===== src/rtl/absmap_pkg.sv =====
package absmap_pkg;

    // Which reduction applies to an incoming absolute address.
    typedef enum logic [1:0] {
        MAP_WIDE   = 2'd0,
        MAP_LEGACY = 2'd1,
        MAP_NARROW = 2'd2
    } map_mode_e;

    // Narrow-mode region classes, one-hot so a checker can test exclusivity.
    typedef enum logic [2:0] {
        RGN_MEM = 3'b001,
        RGN_IO  = 3'b010,
        RGN_FW  = 3'b100
    } region_e;

    localparam int unsigned ABS_W    = 64;
    localparam int unsigned LOW_W    = 32;
    localparam int unsigned PERM_W   = 3;
    localparam int unsigned PA_W_MAX = 54;
    localparam int unsigned PA_W_MIN = 36;

endpackage


===== src/rtl/absmap_mode_sel.sv =====
module absmap_mode_sel
    import absmap_pkg::*;
(
    input  logic      wide,
    input  logic      legacy,
    output map_mode_e mode
);

    // Wide mode has priority; legacy applies only when wide is off.
    always_comb begin
        if (wide) begin
            mode = MAP_WIDE;
        end else if (legacy) begin
            mode = MAP_LEGACY;
        end else begin
            mode = MAP_NARROW;
        end
    end

endmodule


===== src/rtl/absmap_region_dec.sv =====
module absmap_region_dec
    import absmap_pkg::*;
(
    input  logic [7:0] top_byte,   // absolute address bits 31:24
    output region_e    region
);

    logic [3:0] hi_nib;
    logic [3:0] lo_nib;

    assign hi_nib = top_byte[7:4];
    assign lo_nib = top_byte[3:0];

    always_comb begin
        if (hi_nib != 4'hF) begin
            region = RGN_MEM;
        end else if (lo_nib != 4'h0) begin
            region = RGN_IO;
        end else begin
            region = RGN_FW;
        end
    end

endmodule


===== src/rtl/absmap_extend.sv =====
module absmap_extend
    import absmap_pkg::*;
#(
    parameter int unsigned PA_W = 40
) (
    input  map_mode_e         mode,
    input  region_e           region,
    input  logic [PA_W-1:0]   addr_lo,
    output logic [PA_W-1:0]   phys
);

    localparam int unsigned PAD_W = PA_W - LOW_W;
    localparam logic [PA_W-1:0] TOP_NIB_MASK = {4'hF, {(PA_W-4){1'b0}}};

    logic [LOW_W-1:0] word;
    logic [PA_W-1:0]  zext;
    logic [PA_W-1:0]  sext;
    logic [PA_W-1:0]  fw_map;

    assign word   = addr_lo[LOW_W-1:0];
    assign zext   = {{PAD_W{1'b0}}, word};
    assign sext   = {{PAD_W{word[LOW_W-1]}}, word};
    assign fw_map = zext | TOP_NIB_MASK;

    always_comb begin
        phys = zext;
        unique case (mode)
            MAP_WIDE:   phys = addr_lo;
            MAP_LEGACY: phys = zext;
            MAP_NARROW: begin
                unique case (region)
                    RGN_MEM: phys = zext;
                    RGN_IO:  phys = sext;
                    RGN_FW:  phys = fw_map;
                    default: phys = zext;
                endcase
            end
            default:    phys = zext;
        endcase
    end

endmodule


===== src/rtl/absmap_hold_stage.sv =====
module absmap_hold_stage #(
    parameter int unsigned W = 43
) (
    input  logic         clk,
    input  logic         rst_n,
    input  logic         in_valid,
    output logic         in_ready,
    input  logic [W-1:0] in_data,
    output logic         out_valid,
    input  logic         out_ready,
    output logic [W-1:0] out_data
);

    typedef enum logic {
        ST_EMPTY = 1'b0,
        ST_FULL  = 1'b1
    } hold_state_e;

    hold_state_e  state_q;
    hold_state_e  state_d;
    logic [W-1:0] data_q;
    logic         load;

    // Next-state selection: fill, stall, refill, drain.
    always_comb begin
        state_d = state_q;
        unique case (state_q)
            ST_EMPTY: if (in_valid) state_d = ST_FULL;
            ST_FULL:  if (out_ready && !in_valid) state_d = ST_EMPTY;
            default:  state_d = ST_EMPTY;
        endcase
    end

    always_ff @(posedge clk) begin
        if (!rst_n) begin
            state_q <= ST_EMPTY;
        end else begin
            state_q <= state_d;
        end
    end

    // Output decode for the current state.
    always_comb begin
        in_ready  = 1'b1;
        out_valid = 1'b0;
        unique case (state_q)
            ST_EMPTY: begin
                in_ready  = 1'b1;
                out_valid = 1'b0;
            end
            ST_FULL: begin
                in_ready  = out_ready;
                out_valid = 1'b1;
            end
            default: begin
                in_ready  = 1'b1;
                out_valid = 1'b0;
            end
        endcase
    end

    assign load     = in_valid && in_ready;
    assign out_data = data_q;

    always_ff @(posedge clk) begin
        if (!rst_n) begin
            data_q <= '0;
        end else if (load) begin
            data_q <= in_data;
        end
    end

    // a stalled result neither disappears nor changes.
    a_r9_hold_stable: assert property (@(posedge clk) disable iff (!rst_n)
        (out_valid && !out_ready) |=> (out_valid && $stable(out_data)));

    // a draining consumer always lets the next input in.
    a_r10_ready_on_drain: assert property (@(posedge clk) disable iff (!rst_n)
        out_ready |-> in_ready);

    // an empty stage is always ready.
    a_r8_empty_ready: assert property (@(posedge clk) disable iff (!rst_n)
        !out_valid |-> in_ready);

endmodule


===== src/rtl/abs_phys_mapper.sv =====
module abs_phys_mapper
    import absmap_pkg::*;
#(
    parameter int unsigned PA_W    = 40,
    parameter bit          REG_OUT = 1'b1
) (
    input  logic             clk,
    input  logic             rst_n,
    input  logic             in_valid,
    output logic             in_ready,
    input  logic [63:0]      in_addr,
    input  logic             in_wide,
    input  logic             in_legacy,
    output logic             out_valid,
    input  logic             out_ready,
    output logic [PA_W-1:0]  out_phys,
    output logic [2:0]       out_perm
);

    localparam int unsigned PKT_W = PA_W + PERM_W;
    localparam logic [PERM_W-1:0] PERM_ALL = 3'b111;

    // Bounds on the physical width, enforced at elaboration.
    if (PA_W > PA_W_MAX || PA_W < PA_W_MIN) begin : g_pa_w_bad
        $error("abs_phys_mapper: PA_W outside 36..54");
    end

    map_mode_e        mode;
    region_e          region;
    logic [PA_W-1:0]  mapped;
    logic [PKT_W-1:0] pkt_in;
    logic [PKT_W-1:0] pkt_out;
    logic             unused_addr_hi;

    assign unused_addr_hi = ^in_addr[ABS_W-1:PA_W];

    absmap_mode_sel u_mode (
        .wide   (in_wide),
        .legacy (in_legacy),
        .mode   (mode)
    );

    absmap_region_dec u_dec (
        .top_byte (in_addr[31:24]),
        .region   (region)
    );

    absmap_extend #(.PA_W(PA_W)) u_ext (
        .mode    (mode),
        .region  (region),
        .addr_lo (in_addr[PA_W-1:0]),
        .phys    (mapped)
    );

    assign pkt_in = {PERM_ALL, mapped};

    if (REG_OUT) begin : g_reg
        absmap_hold_stage #(.W(PKT_W)) u_hold (
            .clk       (clk),
            .rst_n     (rst_n),
            .in_valid  (in_valid),
            .in_ready  (in_ready),
            .in_data   (pkt_in),
            .out_valid (out_valid),
            .out_ready (out_ready),
            .out_data  (pkt_out)
        );
    end else begin : g_wire
        assign in_ready  = out_ready;
        assign out_valid = in_valid;
        assign pkt_out   = pkt_in;
    end

    assign out_phys = pkt_out[PA_W-1:0];
    assign out_perm = pkt_out[PKT_W-1:PA_W];

    // the narrow decoder yields exactly one region.
    a_r2_region_onehot: assert property (@(posedge clk) disable iff (!rst_n)
        (in_valid && !in_wide && !in_legacy) |-> $onehot(region));

    // outside wide mode the low word passes through untouched.
    a_r6_low_word_kept: assert property (@(posedge clk) disable iff (!rst_n)
        (in_valid && !in_wide) |-> (mapped[31:0] == in_addr[31:0]));

    // wide mode overrides the legacy selection.
    a_r1_wide_priority: assert property (@(posedge clk) disable iff (!rst_n)
        (in_valid && in_wide) |-> (mapped == in_addr[PA_W-1:0]));

endmodule


===== config.mk =====
export PLATFORM = sky130hd
export DESIGN_NAME = abs_phys_mapper
export DESIGN_NICKNAME = d
export VERILOG_FILES = /design/src/rtl/absmap_pkg.sv /design/src/rtl/absmap_mode_sel.sv /design/src/rtl/absmap_region_dec.sv /design/src/rtl/absmap_extend.sv /design/src/rtl/absmap_hold_stage.sv /design/src/rtl/abs_phys_mapper.sv
export SDC_FILE = /design/constraint.sdc
export NUM_CORES = 1
export LEC_CHECK = 0
export BUFFER_PORTS_ARGS = -buffer_cell sky130_fd_sc_hd__buf_4
export CAP_MARGIN = 30
export CORE_ASPECT_RATIO = 0.7
export CORE_MARGIN = 1
export CORE_UTILIZATION = 40
export DETAILED_ROUTE_END_ITERATION = 16
export PLACE_DENSITY_LB_ADDON = 0.15
export SETUP_SLACK_MARGIN = 0.15
export SYNTH_ARGS = -nofsm -noshare
export SYNTH_HDL_FRONTEND = slang
export SYNTH_SLANG_ARGS = --single-unit

===== constraint.sdc =====
create_clock -name clk -period 3.2 [get_ports clk]
set_input_delay 0.16 -clock clk [delete_from_list [all_inputs] [get_ports clk]]
set_output_delay 0.16 -clock clk [all_outputs]
set_load 0.02 [all_outputs]

==> results.tsv <==
stage	metric	value	unit
run_status	outcome	finished, final reports clean	
grt	grt.overflow.total	0	
worst_hold_path	hold_start	rst_n	
yosys	syn-num-nets	267	
drt	first_pass_iters	5	
power	power.total	1140	µW
timing	rsz0062_at_grt	false	
power	power_leakage	0.00104	µW
critical_path	worstRegToRegCells	4	
critical_path	startpoint	g_reg.u_hold.state_q$_SDFF_PN0_	
cells_and_area	drive_above_1_share	37.5	%
floorplanning	die_h	55.7	µm
clocking	ctsResizeCount	0	
grt	grt_first_pass_wirelength	7.40	mm
yosys	syn_avg_cell_area	8.36	µm²
drt	route.detailed.vias_per_inst	5.31	
power	p_per_area	479	nW/µm²
cells_and_area	synthToLayoutAreaGrowth	45.0	%
grt	grt_pass1_vias	1644	
place	dpl.hpwl	3.01	mm
drt	drc_errors	0	
floorplanning	row_count	19	
yosys	seq_area_frac_synth	51.1	%
timing	fin_crit_sh	60.4	%
yosys	netlist_area	1650	µm²
floorplanning	io_pins	115	
timing	setup_viol_count_final	0	
timing	max_freq	518	MHz
critical_path	cp_max_fo	42	
drt	drt_iter0_markers	52	
critical_path	endpoint_kind	primary output	
floorplanning	core_area	3920	µm²
floorplanning	dieArea	4380	µm²
clocking	numCtsBuffers	5	
place	numPortBuffers	90	
critical_path	cp.required	3.04	ns
clocking	ctsLongestPathBuffers	2	
grt	grt_usage	21.4	%
timing	worst_slack	1.27	ns
clocking	cts_sinks	42	
worst_hold_path	whs_path_depth	2	
clocking	clk_pin_slew	0.07	ns
clocking	cts.repair_timing.setup_buffer_count	0	
timing	relSlewSlack	49.0	%
critical_path	rr_startpoint	g_reg.u_hold.state_q$_SDFF_PN0_	
drt	drt_wl_total	4.55	mm
place	pre_cts_ws	1.52	ns
cells_and_area	fin_cells	327	
floorplanning	die_w	78.7	µm
grt	grt_max_degree	43	
timing	tightestPinTransition	0.755	ns
timing	holdWs	0.118	ns
place	place.gp.congestion	0.755	
clocking	cts_hold_buf	0	
cells_and_area	fill_cells	396	
timing	tns	0	ns
drt	postRouteAntennaNets	0	
yosys	syn_inst	197	
cells_and_area	final_cell_mix	buf_4, dfxtp_1, a21oi_1	
grt	antenna_found_initial	0	
drt	num_vias	1736	
clocking	cts_tree	built	
yosys	yosysWarnings	0	
cells_and_area	finalNetCount	344	
timing	fin_worst_skew	0.00133	ns
cells_and_area	antenna_cells	0	
critical_path	worstSetupStartpointType	flip-flop	
critical_path	arrival	1.77	ns
yosys	ys_types	23	
drt	wl_per_cell	13.9	µm
worst_hold_path	hold_path.class	input pin to flip-flop	
timing	min_period	1.93	ns
yosys	synth-seq-cells	42	
cells_and_area	final_common_cell	buf_4	
clocking	htreeDepth	2	
timing	slew_viol_final	0	
critical_path	crit_type	flip-flop to primary output	
run	maxCapViolations	0	
clocking	clock_latency	0.29	ns
clocking	root_buffer	clkbuf_8	
timing	hold_viol_final	0	
floorplanning	initial_utilization	42.0	%
power	max-vdd-ir-drop	0.269	mV
place	placed_cells	319	
stage by stage:
step / instance area, µm² / utilization (%)
2_1_floorplan: 1650 / -
3_3_place_gp: 2300 / 58.5
3_5_place_dp: 2300 / 58.5
4_1_cts: 2390 / 60.9
5_1_grt: 2390 / 60.9
6_report: 2390 / 60.9
state kept, by name, indices dropped and copies added, names as in the netlist:
signal	flops
g_reg.u_hold.out_data	41
g_reg.u_hold.state_q	1
power breakdown:
| group | switching (µW) | internal, µW |
|---|---|---|
| Sequential | 15.7 | 555 |
| Clock | 170 | 174 |
| Combinational | 125 | 104 |
| Total | 311 | 833 |
critical path: stages (launching register included):
cell,delay (ns)
dfxtp_1,0.32
nor2b_2,0.43
inv_2,0.42
buf_4,0.29
synth_stat cells:
cell type	number	area share (%)
nand2_1	8	1.8
buf_1	1	0.23
nor2_1	1	0.23
a21oi_1	41	12
inv_1	2	0.46
buf_6	1	0.68
or3_1	1	0.38
nor2b_1	1	0.38
dfxtp_1	42	51
o21a_1	1	0.46
buf_2	5	1.5
or4_4	1	0.68
o41ai_1	1	0.53
nand4_1	1	0.38
o21ai_0	32	9.7
a311oi_1	8	4.3
clkbuf_1	11	2.5
inv_2	2	0.46
clkbuf_2	1	0.30
clkbuf_4	1	0.46
buf_4	2	0.91
nor4_1	1	0.38
nand3_1	32	9.7
kinds of logic after synthesis:
kind of cell	share of synthesized area, %
AND/OR/NAND/NOR	14.0
buffers and inverters	7.52
AO/OA/AOI/OAI	27.4
flip-flops	51.1
layout make-up:
type,count,area (µm²),area share (%)
Clock buffer,7,86.3,3.62
Clock inverter,1,5.00,0.210
Inverter,4,15.0,0.629
Multi-Input combinational cell,129,684,28.7
Sequential cell,42,841,35.2
Tap cell,52,65.1,2.73
Timing Repair Buffer,92,691,28.9
routing by layer:
| layer | vias up | share of wire [%] | global-route usage, % |
|---|---|---|---|
| met1 | 804 | 47 | 28.9 |
| met2 | 64 | 43 | 32.9 |
| met4 | 0 | 0.92 | 6.88 |
| li1 | 863 | - | - |
| met5 | - | 0 | 0 |
| met3 | 5 | 8.7 | 6.23 |
worst paths after layout:
kind | slack [ns] | endpoint
max | 1.27 | in_ready
max reg2reg | 1.52 | g_reg.u_hold.out_data[39]$_SDFFE_PN0P_
min | 0.12 | g_reg.u_hold.out_data[40]$_SDFFE_PN0P_
min reg2reg | 0.48 | g_reg.u_hold.out_data[0]$_SDFFE_PN0P_
Note: power is estimated with default switching activity, not from simulation.
